### src/rtl/serial_rx9_pkg.sv
package serial_rx9_pkg;

  typedef enum logic [2:0] {
    ST_IDLE,
    ST_START,
    ST_DATA,
    ST_PAR,
    ST_STOP
  } rx_state_e;

  typedef struct packed {
    logic [3:0] nbits;
    logic       par_on;
    logic       par_odd;
    logic       two_stop;
    logic       attn;
  } rx_cfg_t;

  function automatic logic maj3(input logic a, input logic b, input logic c);
    return (a & b) | (a & c) | (b & c);
  endfunction

endpackage

### src/rtl/rx_line_select.sv
module rx_line_select #(
  parameter int SYNC_STAGES = 2
) (
  input  logic clk,
  input  logic rst,
  input  logic pin,
  input  logic loop_line,
  input  logic loop_en,
  output logic line_o
);

  logic                   raw;
  logic [SYNC_STAGES-1:0] sync_q;

  assign raw = loop_en ? loop_line : pin;

  always_ff @(posedge clk) begin
    if (rst) sync_q <= '1;
    else     sync_q <= {sync_q[SYNC_STAGES-2:0], raw};
  end

  assign line_o = sync_q[SYNC_STAGES-1];

endmodule

### src/rtl/rx_majority.sv
module rx_majority
  import serial_rx9_pkg::*;
(
  input  logic clk,
  input  logic rst,
  input  logic tick,
  input  logic line,
  output logic vote
);

  logic [1:0] hist_q;

  always_ff @(posedge clk) begin
    if (rst)       hist_q <= 2'b11;
    else if (tick) hist_q <= {hist_q[0], line};
  end

  assign vote = maj3(hist_q[1], hist_q[0], line);

endmodule

### src/rtl/rx_deframer.sv
module rx_deframer
  import serial_rx9_pkg::*;
#(
  parameter int OVS = 16
) (
  input  logic       clk,
  input  logic       rst,
  input  logic       tick,
  input  logic       line,
  input  logic       vote,
  input  rx_cfg_t    cfg_in,
  output logic [7:0] data_o,
  output logic       bit9_o,
  output logic       ready_o,
  output logic       perr_o,
  output logic       ferr_o
);

  localparam int              CNT_W     = $clog2(OVS);
  localparam int              SH_W      = 9;
  localparam logic [CNT_W-1:0] SAMPLE_AT = CNT_W'(OVS / 2 + 1);
  localparam logic [CNT_W-1:0] LAST_CNT  = CNT_W'(OVS - 1);

  rx_state_e        st_q;
  rx_cfg_t          cfg_q;
  logic [CNT_W-1:0] cnt_q;
  logic [3:0]       idx_q;
  logic [SH_W-1:0]  sh_q;
  logic             acc_q;
  logic             fe_q;

  logic at_sample, at_end, last_data, last_stop, drop;

  assign at_sample = (cnt_q == SAMPLE_AT);
  assign at_end    = (cnt_q == LAST_CNT);
  assign last_data = (idx_q == cfg_q.nbits - 4'd1);
  assign last_stop = (idx_q == {3'b000, cfg_q.two_stop});
  assign drop      = cfg_q.attn && (cfg_q.nbits == 4'd9) && !sh_q[8];

  always_ff @(posedge clk) begin
    if (rst) begin
      st_q    <= ST_IDLE;
      cfg_q   <= '0;
      cnt_q   <= '0;
      idx_q   <= '0;
      sh_q    <= '0;
      acc_q   <= 1'b0;
      fe_q    <= 1'b0;
      data_o  <= '0;
      bit9_o  <= 1'b0;
      ready_o <= 1'b0;
      perr_o  <= 1'b0;
      ferr_o  <= 1'b0;
    end else begin
      ready_o <= 1'b0;
      if (tick) begin
        cnt_q <= at_end ? '0 : cnt_q + 1'b1;
        case (st_q)
          ST_IDLE: begin
            if (!line) begin
              st_q  <= ST_START;
              cnt_q <= CNT_W'(1);
              cfg_q <= cfg_in;
              sh_q  <= '0;
              acc_q <= 1'b0;
              fe_q  <= 1'b0;
              idx_q <= '0;
            end
          end
          ST_START: begin
            if (at_sample && vote) begin
              st_q <= ST_IDLE;
            end else if (at_end) begin
              st_q  <= ST_DATA;
              idx_q <= '0;
            end
          end
          ST_DATA: begin
            if (at_sample) begin
              for (int i = 0; i < SH_W; i++) begin
                if (idx_q == 4'(i)) sh_q[i] <= vote;
              end
              acc_q <= acc_q ^ vote;
            end
            if (at_end) begin
              if (last_data) begin
                st_q  <= cfg_q.par_on ? ST_PAR : ST_STOP;
                idx_q <= '0;
              end else begin
                idx_q <= idx_q + 4'd1;
              end
            end
          end
          ST_PAR: begin
            if (at_sample) acc_q <= acc_q ^ vote;
            if (at_end) begin
              st_q  <= ST_STOP;
              idx_q <= '0;
            end
          end
          ST_STOP: begin
            if (at_sample) begin
              if (last_stop) begin
                st_q <= ST_IDLE;
                if (!drop) begin
                  data_o  <= sh_q[7:0];
                  bit9_o  <= sh_q[8];
                  perr_o  <= cfg_q.par_on & (acc_q ^ cfg_q.par_odd);
                  ferr_o  <= fe_q | !vote;
                  ready_o <= 1'b1;
                end
              end else begin
                fe_q <= fe_q | !vote;
              end
            end
            if (at_end) idx_q <= idx_q + 4'd1;
          end
          default: st_q <= ST_IDLE;
        endcase
      end
    end
  end

endmodule

### src/rtl/serial_rx9.sv
module serial_rx9
  import serial_rx9_pkg::*;
#(
  parameter int OVS         = 16,
  parameter int SYNC_STAGES = 2
) (
  input  logic       clk,
  input  logic       rst,
  input  logic       tick16,
  input  logic       rx_pin,
  input  logic       loop_tx,
  input  logic       loop_en,
  input  logic [1:0] data_len,
  input  logic       parity_en,
  input  logic       parity_odd,
  input  logic       two_stop,
  input  logic       attn_en,
  output logic [7:0] rx_data,
  output logic       rx_bit9,
  output logic       rx_ready,
  output logic       parity_err,
  output logic       frame_err
);

  logic    line;
  logic    vote;
  rx_cfg_t cfg;
  logic [3:0] nbits;

  always_comb begin
    if (loop_en)             nbits = 4'd9;
    else if (data_len == 2'd0) nbits = 4'd7;
    else if (data_len == 2'd1) nbits = 4'd8;
    else                     nbits = 4'd9;
    cfg.nbits    = nbits;
    cfg.par_on   = parity_en && (nbits != 4'd9);
    cfg.par_odd  = parity_odd;
    cfg.two_stop = two_stop;
    cfg.attn     = attn_en;
  end

  rx_line_select #(.SYNC_STAGES(SYNC_STAGES)) u_sel (
    .clk       (clk),
    .rst       (rst),
    .pin       (rx_pin),
    .loop_line (loop_tx),
    .loop_en   (loop_en),
    .line_o    (line)
  );

  rx_majority u_maj (
    .clk  (clk),
    .rst  (rst),
    .tick (tick16),
    .line (line),
    .vote (vote)
  );

  rx_deframer #(.OVS(OVS)) u_dfr (
    .clk     (clk),
    .rst     (rst),
    .tick    (tick16),
    .line    (line),
    .vote    (vote),
    .cfg_in  (cfg),
    .data_o  (rx_data),
    .bit9_o  (rx_bit9),
    .ready_o (rx_ready),
    .perr_o  (parity_err),
    .ferr_o  (frame_err)
  );

endmodule

### config.mk
export PLATFORM = sky130hd
export DESIGN_NAME = serial_rx9
export DESIGN_NICKNAME = d
export VERILOG_FILES = /design/src/rtl/serial_rx9_pkg.sv /design/src/rtl/rx_line_select.sv /design/src/rtl/rx_majority.sv /design/src/rtl/rx_deframer.sv /design/src/rtl/serial_rx9.sv
export SDC_FILE = /design/constraint.sdc
export NUM_CORES = 1
export LEC_CHECK = 0
export BUFFER_PORTS_ARGS = -buffer_cell sky130_fd_sc_hd__buf_2
export CAP_MARGIN = 20
export CORE_MARGIN = 4
export CORE_UTILIZATION = 50
export DETAILED_ROUTE_END_ITERATION = 6
export GPL_TIMING_DRIVEN = 0
export PLACE_DENSITY = 0.69
export SYNTH_ARGS = -nofsm -noshare
export SYNTH_HDL_FRONTEND = slang
export SYNTH_SLANG_ARGS = --single-unit
export TNS_END_PERCENT = 50
### constraint.sdc
create_clock -name clk -period 4.1 [get_ports clk]
set_input_delay 1.23 -clock clk [delete_from_list [all_inputs] [get_ports clk]]
set_output_delay 1.23 -clock clk [all_outputs]
set_load 0.05 [all_outputs]
==> flow_metrics.env, run 1 <==
export IMPL_startpoint="tick16"
export IMPL_yosys_register_bits=45
export IMPL_grt_pass1_vias=1697
export IMPL_boundaryPins=24
export IMPL_clock_sinks=45
export IMPL_synthesis_nets=280
export IMPL_clkLatencyLatePin_ps=300
export IMPL_switchingPower_w=0.000201
export IMPL_maxCapViolCount=0
export IMPL_timing_reg2reg_setup_slack_ps=1850
export IMPL_timing_final_crit_share_pct=64.1
export IMPL_seq_area_frac_synth_pct=40.5
export IMPL_io_buffers=22
export IMPL_share_comb_of_total_power_pct=8.2
export IMPL_clock_power_share_pct=39.2
export IMPL_placedInstanceArea_um2=2400
export IMPL_routed_via_count=1879
export IMPL_holdPathEnd="u_sel.sync_q[1]"
export IMPL_rows=24
export IMPL_critPathRequiredTime_ps=4280
export IMPL_fin_hold_ws_ps=416
export IMPL_die_height_um=74.7
export IMPL_critical_path_peak_fanout=10
export IMPL_post_route_min_period_ps=2630
export IMPL_clock_fmax_mhz=380
export IMPL_die_x_um=74.7
export IMPL_groute_layer_met1_usage_pct=26.5
export IMPL_post_synth_instance_area_um2=2230
export IMPL_yosysWarnings=0
export IMPL_clkSlewWorstSetupHoldPaths_ps=80
export IMPL_power_share_sequential_pct=52.7
export IMPL_min_path_cells=1
export IMPL_layout_area_overhead_vs_synth_pct=12.9
export IMPL_cts_tree="yes"
export IMPL_route_detailed_drc=0
export IMPL_yosysUniqueCellTypes=44
export IMPL_detailed_place_hpwl_um=3680
export IMPL_timing_hold_worst_class="flop to flop"
export IMPL_ff_latch_area_um2=901
export IMPL_total_congestion_overflow_after_global_routing=0
export IMPL_r2r_end="u_dfr.data_o[2]"
export IMPL_cts_root_buffer="sky130_fd_sc_hd__clkbuf_8"
export IMPL_layout_drive_gt1_share_pct=13.5
export IMPL_cts_repair_timing_setup_buffer_count=0
export IMPL_postRouteAntennaNets=0
export IMPL_multi_input_area_um2=1220
export IMPL_drt_vias_per_instance=5.51
export IMPL_internal_power_w=0.000652
export IMPL_critPathLaunchType="primary input"
export IMPL_cts_inserted_buffers=5
export IMPL_clock_skew_ps=4.31
export IMPL_pin_count_of_the_biggest_net_entering_global_routing=15
export IMPL_fp_dieArea_um2=5580
export IMPL_ir_worst_vdd_mv=0.192
export IMPL_async_flop_share_pct=0
export IMPL_floorplan_initialDensity_pct=51.5
export IMPL_reg2regPathDepth=7
export IMPL_gp_routability_congestion=0.851
export IMPL_use_met2_pct=29.1
export IMPL_wl_per_cell_um=14.5
export IMPL_finish_instance_area_um2=2510
export IMPL_critical_path_endpoint_type="flop"
export IMPL_initialDrtViolationCount=102
export IMPL_cts_hold_repair_buffers=0
export IMPL_final_hold_viol_count=0
export IMPL_setup_tns_ps=0
export IMPL_top_usage_layer="met2"
export IMPL_pwr_density_cell_nw_per_um2=340
export IMPL_final_setup_viol_count=0
export IMPL_drt_wl_total_um=4930
export IMPL_fillers=415
export IMPL_core_area_um2=4320
export IMPL_ys_dominant_reg_cell="sky130_fd_sc_hd__dfxtp_1"
export IMPL_post_cts_sizing_count=0
export IMPL_setup_repair_after_global_routing_missed_its_margin="false"
export IMPL_synthCells=259
export IMPL_postSynthAreaPerCell_um2=8.59
export IMPL_tightestPinTransition_ps=815
export IMPL_timing_slew_headroom_pct=45.3
export IMPL_power_switching_share_pct=23.5
export IMPL_grt_use_total_pct=19.0
export IMPL_grt_pass1_wl_um=8100
export IMPL_total_leakage_power_nw=1.07
export IMPL_h_tree_depth=2
export IMPL_critical_path_reg2reg_startpoint="u_dfr.cnt_q[0]"
export IMPL_status="finished, final reports clean"
export IMPL_dr_pass1_iters=4
export IMPL_number_of_antenna_violations_at_the_first_check_in_global_routing=0
export IMPL_gr_usage_met3_pct=3.60
export IMPL_cts_max_path_buffers=2
export IMPL_timing_max_transition_violations_final=0
export IMPL_antenna_cells=0
export IMPL_critPathKind="primary input to flop"
export IMPL_hold_path_startpoint="u_sel.sync_q[0]"
export IMPL_arrival_ps=2810
export IMPL_final_net_count=309
export IMPL_synth_edf_count=0
cells in the mapped netlist, types with 3 or more instances:
cell / count / share of area, %
sky130_fd_sc_hd__nand3_1: 11 / 2.5
sky130_fd_sc_hd__or3_1: 4 / 1.1
sky130_fd_sc_hd__nand2_1: 21 / 3.5
sky130_fd_sc_hd__ha_1: 9 / 5.1
sky130_fd_sc_hd__mux2i_1: 17 / 7.6
sky130_fd_sc_hd__a31oi_1: 7 / 2.0
sky130_fd_sc_hd__o31ai_1: 3 / 1.0
sky130_fd_sc_hd__xor2_1: 4 / 1.6
sky130_fd_sc_hd__clkbuf_1: 12 / 2.0
sky130_fd_sc_hd__dfxtp_1: 45 / 40
sky130_fd_sc_hd__xnor2_1: 4 / 1.6
sky130_fd_sc_hd__inv_1: 9 / 1.5
sky130_fd_sc_hd__nor3_1: 7 / 1.6
sky130_fd_sc_hd__o21ai_0: 13 / 2.9
sky130_fd_sc_hd__a211o_1: 3 / 1.2
sky130_fd_sc_hd__nor2_1: 36 / 6.1
sky130_fd_sc_hd__a21oi_1: 17 / 3.8
routing by layer:
metal  wire length, µm  part of all wire (%)  vias up
met5                 0                     0        -
met4                68                   1.4        0
met3               243                   4.9        5
met2              2230                    45       44
met1              2380                    48      863
li1                  -                     -      967
worst max-delay path, cell delays in order:
cell                       delay (ps)
sky130_fd_sc_hd__buf_2            150
sky130_fd_sc_hd__nand2b_1         170
sky130_fd_sc_hd__nor3_1           520
sky130_fd_sc_hd__clkbuf_1         420
sky130_fd_sc_hd__a31oi_1          110
sky130_fd_sc_hd__nand3_1          120
sky130_fd_sc_hd__o21ai_0           90
stage by stage:
stage	instances	total power, W	utilization [%]	setup slack, ps
after floorplan	259	0.000507	-	1620
after global placement	333	0.000527	55.5	1170
after detailed placement	333	0.000528	55.5	1140
after CTS	341	0.000860	58.1	1470
after global routing	341	0.000887	58.1	1240
final	341	0.000853	58.1	1470
area by class of cell:
cell class | count | share of cell area, %
tap | 52 | 2.59
multi-input combinational | 191 | 48.7
clock buffer | 6 | 2.89
buffer | 14 | 2.69
clock inverter | 2 | 1.54
sequential | 45 | 35.9
timing repair buffer | 22 | 4.38
inverter | 9 | 1.34
cells in the final DEF, fill, tap and decap left out, types with 9 or more instances in the layout:
cell and instances:
sky130_fd_sc_hd__mux2i_1 17, sky130_fd_sc_hd__clkbuf_1 13, sky130_fd_sc_hd__nor2_1 36, sky130_fd_sc_hd__inv_1 9, sky130_fd_sc_hd__dfxtp_1 45, sky130_fd_sc_hd__nand3_1 11
sky130_fd_sc_hd__o21ai_0 13, sky130_fd_sc_hd__buf_2 22, sky130_fd_sc_hd__ha_1 9, sky130_fd_sc_hd__a21oi_1 17, sky130_fd_sc_hd__nand2_1 21
sequential cells by signal, summed over array words and instances (netlist names), 2 cells and up:
register and flops:
u_dfr.cnt_q 4, u_dfr.idx_q 4, u_dfr.st_q 3, u_sel.sync_q 2, u_dfr.data_o 8, u_dfr.cfg_q 7
u_dfr.sh_q 9, u_maj.hist_q 2
cell families (layout without fill, tap and decap cells):
logic type,Yosys count,after routing,share of synthesized area [%]
AOI/OAI and AO/OA,53,53,14.9
xor gates and xnor gates,9,9,4.16
adders and majority gates,10,10,5.51
buffers and inverters,23,53,4.55
DFF,45,45,40.5
muxes,18,18,8.15
and+or+nand+nor,101,101,22.3
worst max-delay path by stage:
stage,to,slack (ps),depth (start not counted)
global route,u_dfr.sh_q[2],1240,7
finish,u_dfr.sh_q[2],1470,7
global placement,u_dfr.sh_q[2],1170,7
CTS,u_dfr.sh_q[2],1470,7
floorplan,u_dfr.data_o[2],1620,6
detailed placement,u_dfr.sh_q[2],1140,7
power groups by stage:
| stage | Combinational [W] | Sequential [W] | Clock [W] |
|---|---|---|---|
| after floorplan | 0.0000492 | 0.000458 | 0 |
| after CTS | 0.0000690 | 0.000450 | 0.000342 |
| after global routing | 0.0000775 | 0.000451 | 0.000359 |
| final | 0.0000695 | 0.000449 | 0.000334 |
| after detailed placement | 0.0000685 | 0.000460 | 0 |
| after global placement | 0.0000674 | 0.000460 | 0 |
No activity file was read; power rests on OpenSTA's default activity.
==> run 2, diff against run 1 <==
--- a/config.mk
+++ b/config.mk
@@ -11,7 +11,7 @@
 export CORE_UTILIZATION = 50
 export DETAILED_ROUTE_END_ITERATION = 6
 export GPL_TIMING_DRIVEN = 0
-export PLACE_DENSITY = 0.69
+export PLACE_DENSITY = 0.71
 export SYNTH_ARGS = -nofsm -noshare
 export SYNTH_HDL_FRONTEND = slang
 export SYNTH_SLANG_ARGS = --single-unit
==> constraint.sdc (replaced) <==
create_clock -name clk -period 2.2 [get_ports clk]
set_input_delay 0.66 -clock clk [delete_from_list [all_inputs] [get_ports clk]]
set_output_delay 0.66 -clock clk [all_outputs]
set_load 0.05 [all_outputs]
==> run 2 against run 1 <==
Effect of this change:
- flip-flop and latch count unchanged
- clock skew grew 3.2 ps
- routed wire length rose by 1.1%
- via count up 3.3%
- core utilization rose by 0.14 points
- sequential share of layout area rose by 0.060 points
- sequential power is 87% higher
- largest cell class unchanged
- largest power group unchanged
- highest routed layer unchanged
==> flow_metrics.env, run 2 (synthesis results as in run 1) <==
export IMPL_status="finished, final reports clean"
export IMPL_critical_path_top_delay_family="simple AND/OR/NAND/NOR gates"
export IMPL_gp_routability_congestion=0.933
export IMPL_die_height_um=74.7
export IMPL_timing_hold_worst_class="flop to flop"
export IMPL_dr_pass1_iters=4
export IMPL_post_route_min_period_ps=2110
export IMPL_placedInstanceArea_um2=2400
export IMPL_grt_pass1_vias=1758
export IMPL_route_detailed_drc=0
export IMPL_largest_register_ffs=9
export IMPL_grt_pass1_wl_um=8160
export IMPL_slowest_delay_ps=510
export IMPL_detailed_place_hpwl_um=3670
export IMPL_setup_tns_ps=0
export IMPL_drt_wl_total_um=4990
export IMPL_reg2regPathDepth=5
export IMPL_finish_instance_area_um2=2520
export IMPL_clkLatencyLatePin_ps=290
export IMPL_initialDrtViolationCount=166
export IMPL_r2r_end="u_dfr.st_q[1]"
export IMPL_clkSlewWorstSetupHoldPaths_ps=80
export IMPL_critPathLaunchType="flop"
export IMPL_layout_area_overhead_vs_synth_pct=13.2
export IMPL_tightestPinTransition_ps=580
export IMPL_wl_per_cell_um=14.6
export IMPL_cts_root_buffer="sky130_fd_sc_hd__clkbuf_8"
export IMPL_layout_cells_most_common_list="sky130_fd_sc_hd__dfxtp_1, sky130_fd_sc_hd__nor2_1, sky130_fd_sc_hd__buf_2, sky130_fd_sc_hd__nand2_1"
export IMPL_total_congestion_overflow_after_global_routing=0
export IMPL_maxCapViolCount=0
export IMPL_fp_dieArea_um2=5580
export IMPL_final_net_count=310
export IMPL_clock_skew_ps=7.49
export IMPL_antenna_cells=0
export IMPL_cts_hold_repair_buffers=0
export IMPL_cell_with_the_largest_stage_delay_on_the_worst_path="sky130_fd_sc_hd__or4_4"
export IMPL_number_of_antenna_violations_at_the_first_check_in_global_routing=0
export IMPL_floorplan_initialDensity_pct=51.5
export IMPL_largestRegisters="u_dfr.sh_q x9, u_dfr.data_o x8, u_dfr.cfg_q x7"
export IMPL_pin_count_of_the_biggest_net_entering_global_routing=15
export IMPL_ir_worst_vdd_mv=0.466
export IMPL_rows=24
export IMPL_critPathRequiredTime_ps=2390
export IMPL_hold_path_startpoint="u_sel.sync_q[0]"
export IMPL_fin_hold_ws_ps=412
export IMPL_core_area_um2=4320
export IMPL_commonest_non_fill_non_tap_cell_in_the_layout="sky130_fd_sc_hd__dfxtp_1"
export IMPL_min_path_cells=1
export IMPL_arrival_ps=2300
export IMPL_clock_fmax_mhz=474
export IMPL_pwr_density_cell_nw_per_um2=583
export IMPL_final_setup_viol_count=0
export IMPL_h_tree_depth=2
export IMPL_cts_tree="yes"
export IMPL_cts_max_path_buffers=2
export IMPL_critPathKind="flop to flop"
export IMPL_largest_register="u_dfr.sh_q"
export IMPL_clock_sinks=45
export IMPL_io_buffers=22
export IMPL_cts_inserted_buffers=5
export IMPL_postRouteAntennaNets=0
export IMPL_die_x_um=74.7
export IMPL_final_hold_viol_count=0
export IMPL_setup_repair_after_global_routing_missed_its_margin="false"
export IMPL_holdPathEnd="u_sel.sync_q[1]"
export IMPL_routed_via_count=1941
export IMPL_critical_path_endpoint_type="flop"
export IMPL_crit_path_cell_trace="buf_6, or3_1, or4_4, a211oi_2, mux2_2"
export IMPL_critical_path_reg2reg_startpoint="u_dfr.idx_q[2]"
export IMPL_timing_final_crit_share_pct=95.9
export IMPL_ff_latch_area_um2=905
export IMPL_boundaryPins=24
export IMPL_layout_drive_gt1_share_pct=16.6
export IMPL_grt_use_total_pct=19.0
export IMPL_timing_slew_headroom_pct=61.3
export IMPL_fillers=414
export IMPL_worst_path_bufs_invs=1
export IMPL_timing_reg2reg_setup_slack_ps=90
export IMPL_postLayoutCoreUtil_pct=58.2
export IMPL_critical_path_peak_fanout=8
export IMPL_multi_input_area_um2=1240
export IMPL_drt_vias_per_instance=5.68
export IMPL_total_leakage_power_nw=1.07
export IMPL_timing_max_transition_violations_final=0
run 2: cell types whose count changed in the layout (fill, tap and decap cells not counted), sizes merged:
cell | previous run | this run
buf | 24 | 25
clkinv | 1 | 2
clkinvlp | 0 | 1
clkbuf | 18 | 17
bufinv | 1 | 0
run 2: where the power goes:
group          internal (W)  switching (W)  total [W]
registers          0.000827      0.0000112   0.000838
logic             0.0000492      0.0000824   0.000132
clock network      0.000219       0.000278   0.000498
run 2: worst max-delay path by stage:
| stage | cells past startpoint | slack, ps | end | start |
|---|---|---|---|---|
| after floorplan | 7 | 190 | u_dfr.data_o[2] | u_dfr.idx_q[2] |
| after global placement | 7 | -210 | u_dfr.sh_q[2] | tick16 |
| after detailed placement | 7 | -200 | u_dfr.sh_q[2] | tick16 |
| after CTS | 8 | 20 | u_dfr.data_o[4] | u_dfr.cnt_q[1] |
| after global routing | 5 | 4 | u_dfr.st_q[1] | u_sel.sync_q[1] |
| final | 5 | 90 | u_dfr.st_q[1] | u_dfr.idx_q[2] |
run 2: metrics by stage:
stage | setup slack (ps) | instances | power [W]
2_1_floorplan | 189 | 259 | 0.000946
3_3_place_gp | -212 | 333 | 0.000983
3_5_place_dp | -204 | 333 | 0.000984
4_1_cts | 24.3 | 341 | 0.00148
5_1_grt | 4.42 | 342 | 0.00153
6_report | 91.0 | 342 | 0.00147
run 2: cell type report:
| type | instances | area share (%) |
|---|---|---|
| Inverter | 9 | 1.34 |
| Multi-Input combinational cell | 191 | 49.4 |
| Buffer | 14 | 2.68 |
| Sequential cell | 45 | 35.9 |
| Tap cell | 52 | 2.58 |
| Clock buffer | 5 | 2.73 |
| Timing Repair Buffer | 23 | 4.67 |
| Clock inverter | 3 | 0.695 |
run 2: layer usage:
metal / global-route usage, % / vias up / routed length [µm]
met5: 0 / - / 0
met4: 7.51 / 0 / 119
met3: 3.74 / 12 / 202
met1: 26.1 / 904 / 2360
li1: - / 977 / -
met2: 29.4 / 48 / 2310
run 2: repair_timing:
action,4_1_cts,5_1_grt
resized for setup,2,5
buffers inserted,0,1
pin swaps,0,2
endpoints found under the setup margin,9,21
run 2: worst register-to-register path: stages, from the launching register on:
cell and delay [ps]:
sky130_fd_sc_hd__dfxtp_1 310, sky130_fd_sc_hd__buf_6 130, sky130_fd_sc_hd__or3_1 330, sky130_fd_sc_hd__or4_4 510, sky130_fd_sc_hd__a211oi_2 360, sky130_fd_sc_hd__mux2_2 380
